## src/rtl/iw_pkg.sv

```systemverilog
// Shared types for the issue window.
// Assumes nothing beyond a standard synthesizable flow.
package iw_pkg;

    // Per-slot status flags held in the window.
    typedef struct packed {
        logic occ;    // slot holds an instruction
        logic rdy_l;  // left operand available
        logic rdy_r;  // right operand available
    } slot_flags_t;

endpackage

```

## src/rtl/iw_tag_match.sv

```systemverilog
// Compares one source tag against every broadcast lane and reports a hit
// if any lane with its valid bit set carries the same tag.
// Assumes lane k occupies bits [k*TAG_W +: TAG_W] of bc_tag.
module iw_tag_match #(
    parameter int IW    = 2,
    parameter int TAG_W = 6
) (
    input  logic [TAG_W-1:0]    tag,
    input  logic [IW-1:0]       bc_valid,
    input  logic [IW*TAG_W-1:0] bc_tag,
    output logic                hit
);

    // OR of the per-lane equality matches.
    always_comb begin
        hit = 1'b0;
        for (int k = 0; k < IW; k++) begin
            if (bc_valid[k] && (bc_tag[k*TAG_W +: TAG_W] == tag)) begin
                hit = 1'b1;
            end
        end
    end

endmodule

```

## src/rtl/iw_arb_tree.sv

```systemverilog
// Binary arbiter tree. Requests are ORed toward the root, and the enable is
// passed back down. Each cell prefers its lower-indexed child. With en high
// and any request present, exactly one request bit is granted.
// Assumes N is a power of two and at least 2. Node n has children 2n and 2n+1,
// and the leaves are nodes N..2N-1.
module iw_arb_tree #(
    parameter int N = 8
) (
    input  logic         en,
    input  logic [N-1:0] req,
    output logic [N-1:0] gnt,
    output logic         any_req
);

    localparam int NODES = 2 * N;

    logic [NODES-1:1] up;
    logic [NODES-1:1] dn;

    assign dn[1]   = en;
    assign any_req = up[1];

    genvar g;
    generate
        // Leaves: request in, grant out.
        for (g = 0; g < N; g++) begin : g_leaf
            assign up[N+g] = req[g];
            assign gnt[g]  = dn[N+g];
        end
        // Inner cells: combine the requests, steer the enable to the lower child first.
        for (g = 1; g < N; g++) begin : g_cell
            assign up[g]       = up[2*g] | up[2*g+1];
            assign dn[2*g]     = dn[g] & up[2*g];
            assign dn[2*g+1]   = dn[g] & up[2*g+1] & ~up[2*g];
        end
    endgenerate

endmodule

```

## src/rtl/issue_window.sv

```systemverilog
// Issue window with tag-broadcast wakeup and tree selection for NFU units.
// Slots wake on matches against IW broadcast lanes. Ready slots request issue,
// and arbiter trees in series grant one slot per unit, lowest index first.
// Granted slots are freed at the next edge. The insert port fills the
// lowest free slot.
// Assumes WINSIZE is a power of two, at least 2, and NFU <= WINSIZE.
module issue_window
    import iw_pkg::*;
#(
    parameter int WINSIZE = 8,
    parameter int IW      = 2,
    parameter int NFU     = 2,
    parameter int TAG_W   = 6,
    localparam int IDX_W  = $clog2(WINSIZE)
) (
    input  logic                 clk,
    input  logic                 rst_n,
    input  logic                 ins_valid,
    input  logic [TAG_W-1:0]     ins_src_l,
    input  logic [TAG_W-1:0]     ins_src_r,
    input  logic [TAG_W-1:0]     ins_dst,
    input  logic                 ins_rdy_l,
    input  logic                 ins_rdy_r,
    output logic                 ins_ready,
    input  logic [IW-1:0]        bc_valid,
    input  logic [IW*TAG_W-1:0]  bc_tag,
    output logic [NFU-1:0]       gnt_valid,
    output logic [NFU*IDX_W-1:0] gnt_idx,
    output logic [NFU*TAG_W-1:0] gnt_dst
);

    slot_flags_t      flags_q [WINSIZE];
    logic [TAG_W-1:0] tagl_q  [WINSIZE];
    logic [TAG_W-1:0] tagr_q  [WINSIZE];
    logic [TAG_W-1:0] dst_q   [WINSIZE];

    logic [WINSIZE-1:0] slot_valid;
    logic [WINSIZE-1:0] slot_req;
    logic [WINSIZE-1:0] hit_l;
    logic [WINSIZE-1:0] hit_r;
    logic [WINSIZE-1:0] free_oh;
    logic [WINSIZE-1:0] grant_all;
    logic [WINSIZE-1:0] stage_req [NFU+1];
    logic [WINSIZE-1:0] gnt_oh    [NFU];
    logic               ins_hit_l;
    logic               ins_hit_r;
    logic               ins_fire;

    genvar gi;
    generate
        // Per-slot wakeup comparators and request formation.
        for (gi = 0; gi < WINSIZE; gi++) begin : g_slot
            iw_tag_match #(.IW(IW), .TAG_W(TAG_W)) i_match_l (
                .tag(tagl_q[gi]), .bc_valid(bc_valid), .bc_tag(bc_tag), .hit(hit_l[gi])
            );
            iw_tag_match #(.IW(IW), .TAG_W(TAG_W)) i_match_r (
                .tag(tagr_q[gi]), .bc_valid(bc_valid), .bc_tag(bc_tag), .hit(hit_r[gi])
            );
            assign slot_valid[gi] = flags_q[gi].occ;
            assign slot_req[gi]   = flags_q[gi].occ & flags_q[gi].rdy_l & flags_q[gi].rdy_r;
        end

        // Select stages in series: each unit sees what earlier units left.
        assign stage_req[0] = slot_req;
        for (gi = 0; gi < NFU; gi++) begin : g_fu
            iw_arb_tree #(.N(WINSIZE)) i_sel (
                .en(1'b1), .req(stage_req[gi]), .gnt(gnt_oh[gi]), .any_req(gnt_valid[gi])
            );
            assign stage_req[gi+1] = stage_req[gi] & ~gnt_oh[gi];
        end
    endgenerate

    // Insert-time wakeup against the broadcasts of the same cycle.
    iw_tag_match #(.IW(IW), .TAG_W(TAG_W)) i_ins_match_l (
        .tag(ins_src_l), .bc_valid(bc_valid), .bc_tag(bc_tag), .hit(ins_hit_l)
    );
    iw_tag_match #(.IW(IW), .TAG_W(TAG_W)) i_ins_match_r (
        .tag(ins_src_r), .bc_valid(bc_valid), .bc_tag(bc_tag), .hit(ins_hit_r)
    );

    // Free-slot finder reuses the arbiter tree on the empty slots.
    iw_arb_tree #(.N(WINSIZE)) i_free (
        .en(1'b1), .req(~slot_valid), .gnt(free_oh), .any_req(ins_ready)
    );

    assign ins_fire = ins_valid & ins_ready;

    // Collect all grants and encode the per-unit index and destination.
    always_comb begin
        grant_all = '0;
        gnt_idx   = '0;
        gnt_dst   = '0;
        for (int f = 0; f < NFU; f++) begin
            grant_all = grant_all | gnt_oh[f];
            for (int i = 0; i < WINSIZE; i++) begin
                if (gnt_oh[f][i]) begin
                    gnt_idx[f*IDX_W +: IDX_W] = IDX_W'(i);
                    gnt_dst[f*TAG_W +: TAG_W] = dst_q[i];
                end
            end
        end
    end

    // Slot state: free on grant, load on insert, otherwise accumulate wakeups.
    always_ff @(posedge clk) begin
        for (int i = 0; i < WINSIZE; i++) begin
            if (!rst_n) begin
                flags_q[i] <= '0;
                tagl_q[i]  <= '0;
                tagr_q[i]  <= '0;
                dst_q[i]   <= '0;
            end else if (grant_all[i]) begin
                flags_q[i].occ <= 1'b0;
            end else if (ins_fire && free_oh[i]) begin
                flags_q[i].occ   <= 1'b1;
                flags_q[i].rdy_l <= ins_rdy_l | ins_hit_l;
                flags_q[i].rdy_r <= ins_rdy_r | ins_hit_r;
                tagl_q[i]        <= ins_src_l;
                tagr_q[i]        <= ins_src_r;
                dst_q[i]         <= ins_dst;
            end else if (flags_q[i].occ) begin
                flags_q[i].rdy_l <= flags_q[i].rdy_l | hit_l[i];
                flags_q[i].rdy_r <= flags_q[i].rdy_r | hit_r[i];
            end
        end
    end

endmodule

```

## config.mk

```make
export PLATFORM = sky130hd
export DESIGN_NAME = issue_window
export DESIGN_NICKNAME = d
export VERILOG_FILES = /design/src/rtl/iw_pkg.sv /design/src/rtl/iw_tag_match.sv /design/src/rtl/iw_arb_tree.sv /design/src/rtl/issue_window.sv
export SDC_FILE = /design/constraint.sdc
export NUM_CORES = 1
export LEC_CHECK = 0
export BUFFER_PORTS_ARGS = -buffer_cell sky130_fd_sc_hd__buf_2
export CORE_MARGIN = 3
export CORE_UTILIZATION = 41
export CTS_CLUSTER_SIZE = 8
export DETAILED_ROUTE_END_ITERATION = 10
export GPL_TIMING_DRIVEN = 0
export PLACE_DENSITY_LB_ADDON = 0.2
export SYNTH_ARGS = -nofsm -noshare
export SYNTH_HDL_FRONTEND = slang
export SYNTH_HIERARCHICAL = 1
export SYNTH_SLANG_ARGS = --single-unit
```

## constraint.sdc

```tcl
create_clock -name clk -period 5.9 [get_ports clk]
set_input_delay 0.295 -clock clk [delete_from_list [all_inputs] [get_ports clk]]
set_output_delay 0.295 -clock clk [all_outputs]
set_load 0.1 [all_outputs]
```

After elaboration in Yosys (flattened, before gate mapping)
Memories as Yosys holds them, arrays and structs flattened.
Index checks and enable logic that the tools add are counted.
Word-level totals
  register bits: 0
  RAM bits: 168
  output and inout port bits: 21
  word-level logic and storage cells: 529
  memories kept: 4
Operators by class
  eq/ne operators: 36
  muxes and demuxes: 235
  bitwise gates (word level): 210
  reductions and logical operators: 44
Memories
  dst_q: words 8, bits a word 6, rd ports 8, clocked after Yosys merged registers in 0, wr ports 8, line issue_window.sv:35  | logic [TAG_W-1:0] dst_q [WINSIZE];
  tagl_q: words 8, bits a word 6, rd ports 8, clocked after Yosys merged registers in 0, wr ports 8, line issue_window.sv:33  | logic [TAG_W-1:0] tagl_q [WINSIZE];
  tagr_q: words 8, bits a word 6, rd ports 8, clocked after Yosys merged registers in 0, wr ports 8, line issue_window.sv:34  | logic [TAG_W-1:0] tagr_q [WINSIZE];
  flags_q: words 8, bits a word 3, rd ports 8, clocked after Yosys merged registers in 0, wr ports 8, line issue_window.sv:32  | slot_flags_t flags_q [WINSIZE];
Operator list (number)
  $mux 6: 40
  $eq 6x6->1: 36
  $mux 1: 183
  $or 1x1->1: 111
  $and 1x1->1: 74
  $logic_and 1x1->1: 44
  $mux 3: 12
  $not 1->1: 21
  $not 8->8: 2
  $and 8x8->8: 1
  $or 8x8->8: 1

Depth between registers and ports, before layout
An unclocked memory read counts as a cell.
  word-level depth: 27
  mapped depth: 14

Hierarchy
The synthesis kept the hierarchy.
Modules (own cells, without submodules)
  issue_window: instances 1, cells an instance 635, area each 7895.1 um^2, sequential area each 5044.8 um^2
  iw_tag_match: instances 18, cells an instance 17, area each 133.9 um^2, sequential area each 0.0 um^2
  iw_arb_tree: instances 3, cells an instance 14, area each 108.9 um^2, sequential area each 0.0 um^2

Worst setup path after synthesis
OpenSTA, ideal clock, no wires.
  path kind: register to output
  from: memory flags_q[0][5] (netlist bit)
  to: output gnt_idx[4]
  arrival time: 4.301 ns
  data required time: 5.605 ns
  path slack: 1.304 ns
  stages on the path, launching flop included: 9
  buffers on the path: 1
  cells stage by stage: edfxtp_1 and3_1 nor4_4 and4b_1 clkbuf_1 nor2b_1 and4b_1 or2_0 o21ai_0
RTL lines
  start: declaration: line issue_window.sv:32
  end: declaration: line issue_window.sv:28  | output logic [NFU*IDX_W-1:0] gnt_idx,

==> key figures <==
Run status
  • Status: completed

Detailed routing
  • Routed Antenna Nets: 0
  • DRC viols: 0
  • Overall routed net length: approximately 30000 um
  • Drt via density: ~5.6
  • Detailed Routing Iterations Pass 1: 5
  • Starting DRC count in detailed routing: between 700 and 800
  • Avg WL per Cell: 21.1 um
  • Vias: about 8000

Global route
  • GRT Residual Overflow: 0
  • Vias in the first global route: 7798
  • Initial antenna violation count: 0
  • Global-route wire length before repair: 46300 um
  • GR Util All Layers: between 20% and 30%
  • Largest net degree at the start of global routing: 19

CTS
  • Resize count post-CTS: 0
  • Hold_buf cts: 0
  • # Post-CTS Setup Buffers: 0
  • TritonCTS Buffers: 17
  • Root buf cell: clkbuf_16
  • Clock-pin slew on the worst setup and hold paths: about 0.07 ns
  • Clock buffer depth: 2
  • Clk sinks: 168
  • Htree depth: 4
  • Clock latency on the worst-skew pair: between 0.4 and 0.5 ns
  • CTS tree: built

Logic synthesis
  • Leading area contributor after synthesis: edfxtp_1
  • Top cell type's share of synthesized area: a little under half
  • Synth Area per Inst: ~11 um^2
  • Predominant post-synthesis flop cell: edfxtp_1
  • Post-Syn Instances: 983
  • Seq/Total Area, Yosys: approximately 47%
  • EDFF count, synth: ~170
  • Async SR Flop Fraction: 0%
  • Distinct cells, synth: 47
  • Synth Register Bits: 168
  • Top cells by area in the synthesized netlist: edfxtp_1 (47%), xnor2_1 (18%), and2_1 (8.9%), nand4_1 (2.6%), nand3_1 (2.4%)
  • Synthesized area: between 10000 and 15000 um^2
  • Yosys warns: 6

Floorplanning
  • Core area: 25300 um^2
  • Die H: roughly 170 um
  • Die Width: between 150 and 200 um
  • Initial Util: a little over two fifths
  • Boundary Pins: 58
  • Die area: between 20000 and 30000 um^2
  • Row count: 58

Worst setup path
  • Family with the most delay on the worst path: simple AND/OR/NAND/NOR gates
  • Most used cell, CP: clkbuf_1
  • CP peak stage delay: between 0.4 and 0.5 ns
  • Worst-path cell chain: and3_1, nor4_4, and4b_1, clkbuf_1, nor2b_1, nor3_1, and4_1, clkbuf_1, clkbuf_1, a21oi_1, o21ai_1, buf_2
  • CP Launch Type: flip-flop
  • CP bufs+invs: 4
  • Reg2Reg Setup Slack: 1.47 ns
  • Worst EP arrival: 4.76 ns
  • Worst EP required: approximately 5.6 ns
  • CP max-delay cell: clkbuf_1
  • Critical path class: reg -> out
  • Setup crit end kind: primary output
  • CP max FO: 10

STA
  • Setup TNS: 0 ns
  • Worst slew pin tran: around 1.0 ns
  • Hold Vio Cnt, Final: 0
  • Slew Viols, Final: 0
  • RSZ-0062 raised after global routing: no
  • Final min period: approximately 5 ns
  • Fin crit share: 85.7%
  • Final setup violating endpoints: 0
  • Setup Skew: between 0.01 and 0.015 ns
  • Relative slew slack: 30.2%
  • Fmax: about 200 MHz

Placement
  • Hpwl dp: 20500 um
  • Buffers on Ports: 56
  • Routability cong.: around 0.9
  • Post-Place Cell Area: roughly 11000 um^2

Pwr
  • Peak supply drop: about 190 uV
  • Pwr Density: 250 nW/um^2
  • P_leak: between 4 and 5 nW

Layout
  • Nets: ~1100
  • Post-route cell area: 12100 um^2
  • Synth-to-Final Area Change: 13.6%
  • Share of layout cells above drive strength 1: between 10% and 20%
  • Antenna fix cells: 0

Flow run
  • Max_cap viols: 0

Worst hold path
  • Worst Hold Class: in -> reg
-- synthesized netlist by cell type, drive strengths merged (2+ instances only) --
| library cell | instances |
|---|---|
| o311ai | 3 |
| and2 | 151 |
| clkbuf | 13 |
| o22ai | 34 |
| o221ai | 3 |
| a2111oi | 5 |
| and3b | 5 |
| a32oi | 3 |
| and4b | 3 |
| edfxtp | 168 |
| nor3 | 9 |
| nand2b | 7 |
| o31ai | 10 |
| a21oi | 31 |
| and3 | 15 |
| xnor2 | 216 |
| nor4 | 3 |
| o21ai | 19 |
| nor2 | 46 |
| a221oi | 9 |
| buf | 18 |
| nand3b | 8 |
| inv | 26 |
| nor2b | 13 |
| and4 | 6 |
| nand4 | 44 |
| nand2 | 36 |
| a211o | 3 |
| nand3 | 59 |
| or2b | 3 |
| a2bb2oi | 3 |
| nor4b | 2 |
| a22oi | 3 |
| a221o | 2 |
-- sequential cells by signal, indices dropped and copies added (netlist names) --
| signal | cells |
|---|---|
| tagl_q | 48 |
| flags_q | 24 |
| dst_q | 48 |
| tagr_q | 48 |
-- final timing paths --
check                           cells past startpoint             to           from
worst min register to register                      2  flags_q[0][7]  flags_q[0][7]
worst max register to register                     11  tagl_q[1][18]  flags_q[0][5]
worst max-delay path                               12    gnt_dst[11]  flags_q[0][5]
worst min-delay path                                2    dst_q[0][9]     ins_dst[3]
-- cells by family (layout without fill, tap and decap cells) --
group,count (synthesis),count (layout),share of synthesized area (%)
buffers and inverters,57,146,2.92
AND/OR/NAND/NOR,412,412,23.8
flip-flops,168,168,47.5
XOR/XNOR,216,216,17.8
other,1,24,0.0353
AO/OA/AOI/OAI,129,129,8.01
-- per-layer routing --
layer | track usage [%] | vias up | share of wire, %
met5 | 0 | - | 0
met4 | 5.81 | 0 | 1.5
met3 | 2.66 | 35 | 5.8
met2 | 35.3 | 255 | 48
met1 | 30.5 | 3967 | 45
li1 | - | 3724 | -
-- power breakdown --
part           internal [mW]  switching, mW  total (mW)
registers               1.37         0.0393        1.41
clock network          0.721          0.507        1.23
logic                  0.135          0.245       0.380
total                   2.22          0.792        3.01
-- through the flow --
stage               setup WS [ns]  power (mW)  cells  utilization [%]  hold WS, ns
floorplan                    1.30        1.67   1006                -        0.493
global placement            0.951        1.80   1392             45.1        0.582
detailed placement           1.40        1.81   1393             45.2        0.593
CTS                         0.919        3.02   1425             47.7        0.295
global route                0.536        3.11   1425             47.7        0.315
finish                      0.846        3.01   1425             47.7        0.302
-- area by class of cell --
type,count,area (um^2)
multi-input combinational,781,5380
clock inverter,15,213
fill,2300,13200
sequential,168,5040
inverter,26,97.6
clock buffer,17,425
tap,330,413
timing repair buffer,57,295
buffer,31,213
-- layout by cell type, fill, tap and decap left out, types with 4 or more instances in the layout --
cell type,instances
a2111oi_0,5
a21oi_1,30
a221oi_1,8
and2_1,151
and3_1,12
and3b_2,4
and4_1,6
buf_2,61
buf_6,11
bufinv_16,4
clkbuf_1,13
clkbuf_16,17
conb_1,24
edfxtp_1,168
inv_1,17
inv_2,9
inv_6,4
nand2_1,36
nand2b_1,7
nand3_1,51
nand3_4,8
nand3b_1,8
nand4_1,44
nor2_1,46
nor2b_1,13
nor3_1,9
o21ai_0,11
o21ai_1,8
o22ai_1,34
o31ai_1,9
xnor2_1,216
Power figures use the tool's default switching activity.
